**src/rtl/npc_sel.sv**
```systemverilog
module npc_sel #(
  parameter int AW = 32,
  parameter int INSN_BYTES = 4,
  parameter logic [AW-1:0] RESET_PC = 32'h0000_1000
) (
  input  logic          clk,
  input  logic          rst_n,
  input  logic [1:0]    s0_kind,
  input  logic          s0_taken,
  input  logic [AW-1:0] s0_btb,
  input  logic [1:0]    s1_kind,
  input  logic          s1_taken,
  input  logic [AW-1:0] s1_btb,
  input  logic [AW-1:0] ras_tgt,
  input  logic [AW-1:0] ind_tgt,
  input  logic          redir_valid,
  input  logic [AW-1:0] redir_pc,
  output logic [AW-1:0] fetch_pc,
  output logic [AW-1:0] next_pc,
  output logic [1:0]    slot_valid
);
  localparam logic [AW-1:0] STEP = AW'(2 * INSN_BYTES);
  localparam logic [1:0] K_NONE = 2'd0;
  localparam logic [1:0] K_RET  = 2'd2;
  localparam logic [1:0] K_IND  = 2'd3;

  logic          tk0, tk1;
  logic [AW-1:0] tgt0, tgt1;

  assign tk0 = s0_taken && (s0_kind != K_NONE);
  assign tk1 = s1_taken && (s1_kind != K_NONE);

  assign tgt0 = (s0_kind == K_RET) ? ras_tgt :
                (s0_kind == K_IND) ? ind_tgt : s0_btb;
  assign tgt1 = (s1_kind == K_RET) ? ras_tgt :
                (s1_kind == K_IND) ? ind_tgt : s1_btb;

  assign next_pc = redir_valid ? redir_pc :
                   tk0         ? tgt0 :
                   tk1         ? tgt1 : fetch_pc + STEP;

  assign slot_valid = redir_valid ? 2'b00 :
                      tk0         ? 2'b01 : 2'b11;

  always_ff @(posedge clk) begin
    if (!rst_n) fetch_pc <= RESET_PC;
    else        fetch_pc <= next_pc;
  end
endmodule

```
**config.mk**
```make
export PLATFORM = sky130hd
export DESIGN_NAME = npc_sel
export DESIGN_NICKNAME = d
export VERILOG_FILES = /design/src/rtl/npc_sel.sv
export SDC_FILE = /design/constraint.sdc
export NUM_CORES = 1
export LEC_CHECK = 0
export CAP_MARGIN = 15
export CORE_ASPECT_RATIO = 0.9
export CORE_MARGIN = 2
export CORE_UTILIZATION = 38
export CTS_CLUSTER_DIAMETER = 50
export CTS_CLUSTER_SIZE = 8
export DETAILED_ROUTE_END_ITERATION = 12
export GPL_TIMING_DRIVEN = 1
export PLACE_DENSITY = 0.85
export SLEW_MARGIN = 10
export SYNTH_ARGS = -nofsm -noshare
export SYNTH_HDL_FRONTEND = slang
export SYNTH_SLANG_ARGS = --single-unit
export TNS_END_PERCENT = 30
```
**constraint.sdc**
```tcl
create_clock -name clk -period 3.4 [get_ports clk]
set_input_delay 1.02 -clock clk [delete_from_list [all_inputs] [get_ports clk]]
set_output_delay 1.02 -clock clk [all_outputs]
set_load 0.005 [all_outputs]
```
==> flow_summary_export.csv, run 1 <==
group,metric,value,unit
global_route,grt_antenna_before_repair,1,
timing,worst_slew_pin_slew,0.6137,ns
clock_network,cts.sinks,32,
worst_setup_path,crit_buf_inv,5,
synth,synthesis.area,3770,um2
floorplanning,row_count,34,
placed_design,portBuffers,234,
outcome,violations,"setup timing",
route,drc_errors,0,
synth,yosysSeqAreaShare,16.99,%
synth,ys_warn_count,0,
synth,synth_enable_flop_cells,0,
outcome,outcome,"finished with violations",
worst_setup_path,critPathRequiredTime,2.38,ns
placed_design,gp_congestion,0.9792,
clock_network,cts-root-buf,"clkbuf_8",
floorplanning,die_w,109.0,um
route,first_iter_violations,425,
final_layout,syn2layout_area_growth,99.83,%
worst_setup_path,crit_chain,"buf_4 > buf_4 > nor2_4 > nor2_4 > buf_6 > buf_4 > a211oi_2 > nor4_1 > o21ai_1 > nand2_1 > clkdlybuf4s15_1",
flow_run,drv_cap,0,
worst_setup_path,path_max_fanout,6,
final_layout,layout-drive-gt1-share,31.75,%
final_layout,largest_registers,"fetch_pc x32",
synth,synth.largest_area_cell,"dfxtp_1",
synth,syn_avg_cell_area,7.647,um2
global_route,grt_max_degree,23,
final_layout,diodes,0,
clock_network,numCtsBuffers,5,
timing,drv_slew,0,
worst_setup_path,critPathMaxStageDelay,0.20,ns
route,firstDrtPassIters,5,
global_route,track_usage,36.92,%
clock_network,cts_hold_buffers,0,
synth,yosysTopAreaCellShare,16.99,%
synth,synth_area_leaders,"dfxtp_1 17%, mux2i_1 10%, mux2_2 7.2%, o21ai_0 6.6%, and2_1 4.6%",
worst_setup_path,crit_slowest_cell,"o21ai_1",
route,dr_total_vias,5742,
final_layout,nets,988,
route,vias_per_cell,6.076,
floorplanning,placeableCoreArea,9657,um2
placed_design,post-dp-hpwl,15640,um
timing,period_minus_slack,3.511,ns
synth,netlist-cell-type-count,54,
power_and_ir_drop,ir_drop,0.1671,mV
timing,rsz0062_at_grt,"true",
power_and_ir_drop,leakage,3.229,nW
floorplanning,ios,235,
placed_design,dpl.cell_count,912,
timing,setup_slack,-0.1115,ns
floorplanning,fp.dieH,98.49,um
route,routed_wl,20870,um
worst_setup_path,critical_path_arrival,2.49,ns
route,wire_per_inst,22.08,um
placed_design,dp_slack,-0.9149,ns
final_layout,largest_reg_flops,32,
synth,synth.most_common_cell,"o21ai_0",
final_layout,utilization,78.01,%
global_route,grt-ovfl-total,0,
power_and_ir_drop,pwr_density_cell,239.7,nW/um2
clock_network,cts_tree,"done",
timing,tns,-0.5254,ns
floorplanning,dieArea,10730,um2
route,ant_nets,0,
min_path,hp-class,"flop to flop",
synth,synthFlopType,"dfxtp_1",
timing,min_period_over_period,103.3,%
timing,hold_viol_final,0,
timing,skew,0.005233,ns
worst_setup_path,worst_path_dominant_cell_family,"buffers and inverters",
synth,syn_inst,493,
worst_setup_path,crit_type,"input pin to primary output",
synth,postSynthNetCount,663,
floorplanning,initial_core_util,39.04,%
worst_setup_path,end_kind,"primary output",
final_layout,finalNonFillerCells,945,
global_route,grt_first_pass_wirelength,30350,um
worst_setup_path,cpMostUsedCell,"buf_4",
synth,synth.top_cells.by_count,"50 x o21ai_0, 42 x nand2_1, 39 x mux2i_1",
clock_network,htreeDepth,2,
timing,setup_viol,10,
synth,synthArstFlopShare,0,%
timing,fmax,0.2848,GHz
clock_network,clock_path_buffers,2,
final_layout,top_register,"fetch_pc",
worst_setup_path,start_kind,"input pin",
clock_network,clk_pin_slew,0.08,ns
global_route,grt_pass1_vias,5845,
timing,relSlewSlack,58.96,%
clock_network,clock_latency,0.29,ns
synth,ys_seq_elements,32,
==> final timing paths <==
| check | endpoint | cells after the start | startpoint | slack, ns |
|---|---|---|---|---|
| max reg2reg | fetch_pc[13] | 20 | fetch_pc[4] | 0.32 |
| min reg2reg | fetch_pc[23] | 3 | fetch_pc[23] | 0.77 |
| min | fetch_pc[23] | 3 | fetch_pc[23] | 0.77 |
| max | next_pc[16] | 11 | s1_kind[1] | -0.11 |
==> area by class of cell <==
class | instances | area [um2]
clock buffers | 6 | 72.57
clock inverters | 2 | 35.03
fillers | 650 | 2123
inverters | 11 | 41.29
multi-input cells | 412 | 3336
flip-flops and latches | 32 | 640.6
well taps | 126 | 157.7
repair buffers | 356 | 3251
==> power by group <==
part,switching (W),internal (W)
sequential,0.0000397,0.000407
combinational,0.000417,0.000554
clock,0.000170,0.000218
==> cell usage in the layout (no fill, tap or decap), types with 10 or more instances in the layout <==
master,netlist,routed
mux2i_1,39,39
nor2_1,31,29
and2_1,28,27
dfxtp_1,32,32
buf_4,1,112
a221oi_2,0,11
buf_2,10,12
o21ai_1,1,28
inv_1,11,10
nand3_1,12,12
a21oi_1,31,25
nand2_1,42,39
dlymetal6s2s_1,0,11
xnor2_1,15,15
mux2_2,24,18
dlygate4sd2_1,0,29
clkdlybuf4s50_1,0,165
o21ai_0,50,15
==> metrics by stage <==
stage	instance area (um2)	hold WS (ns)	total power (W)
after floorplan	3770	0.6768	0.0007636
after global placement	6854	0.7182	0.001306
after detailed placement	6854	0.7359	0.001318
after CTS	7330	0.7520	0.001749
after global routing	7533	0.7978	0.001874
final	7533	0.7662	0.001806
==> routing by layer <==
layer	up-vias	global-route usage (%)	share of wire [%]
met1	2736	39.77	35
met2	388	64.55	48
met5	-	0	0.062
li1	2524	-	-
met4	2	18.74	4.9
met3	92	11.31	11
==> tightest hold or removal path, delay by kind of cell (launching register included) <==
family / cells / cell delay (ns)
AO/OA/AOI/OAI: 1 / 0.08
AND/OR/NAND/NOR: 1 / 0.10
XOR/XNOR: 1 / 0.10
flip-flops: 1 / 0.43
==> logic make-up after synthesis <==
group	share of synthesized area, %
AOI/OAI and AO/OA	30.04
and+or+nand+nor	24.26
muxes	17.52
buffers and inverters	5.510
DFF	16.99
xor gates and xnor gates	5.344
adders and majority gates	0.3318
==> repair_timing <==
item	in CTS	in global routing
resized for setup	202	61
pin swaps	38	21
cloned	0	0
setup endpoints to repair	33	32
setup buffers	20	5
Power figures use the tool's default switching activity.
==> run 2: changes to the inputs <==
--- a/config.mk
+++ b/config.mk
@@ -14,7 +14,6 @@
 export DETAILED_ROUTE_END_ITERATION = 12
 export GPL_TIMING_DRIVEN = 1
 export PLACE_DENSITY = 0.85
-export SLEW_MARGIN = 10
 export SYNTH_ARGS = -nofsm -noshare
 export SYNTH_HDL_FRONTEND = slang
 export SYNTH_SLANG_ARGS = --single-unit
==> results of run 2 <==
Final layout, timing and power as in run 1 (identical DEF).
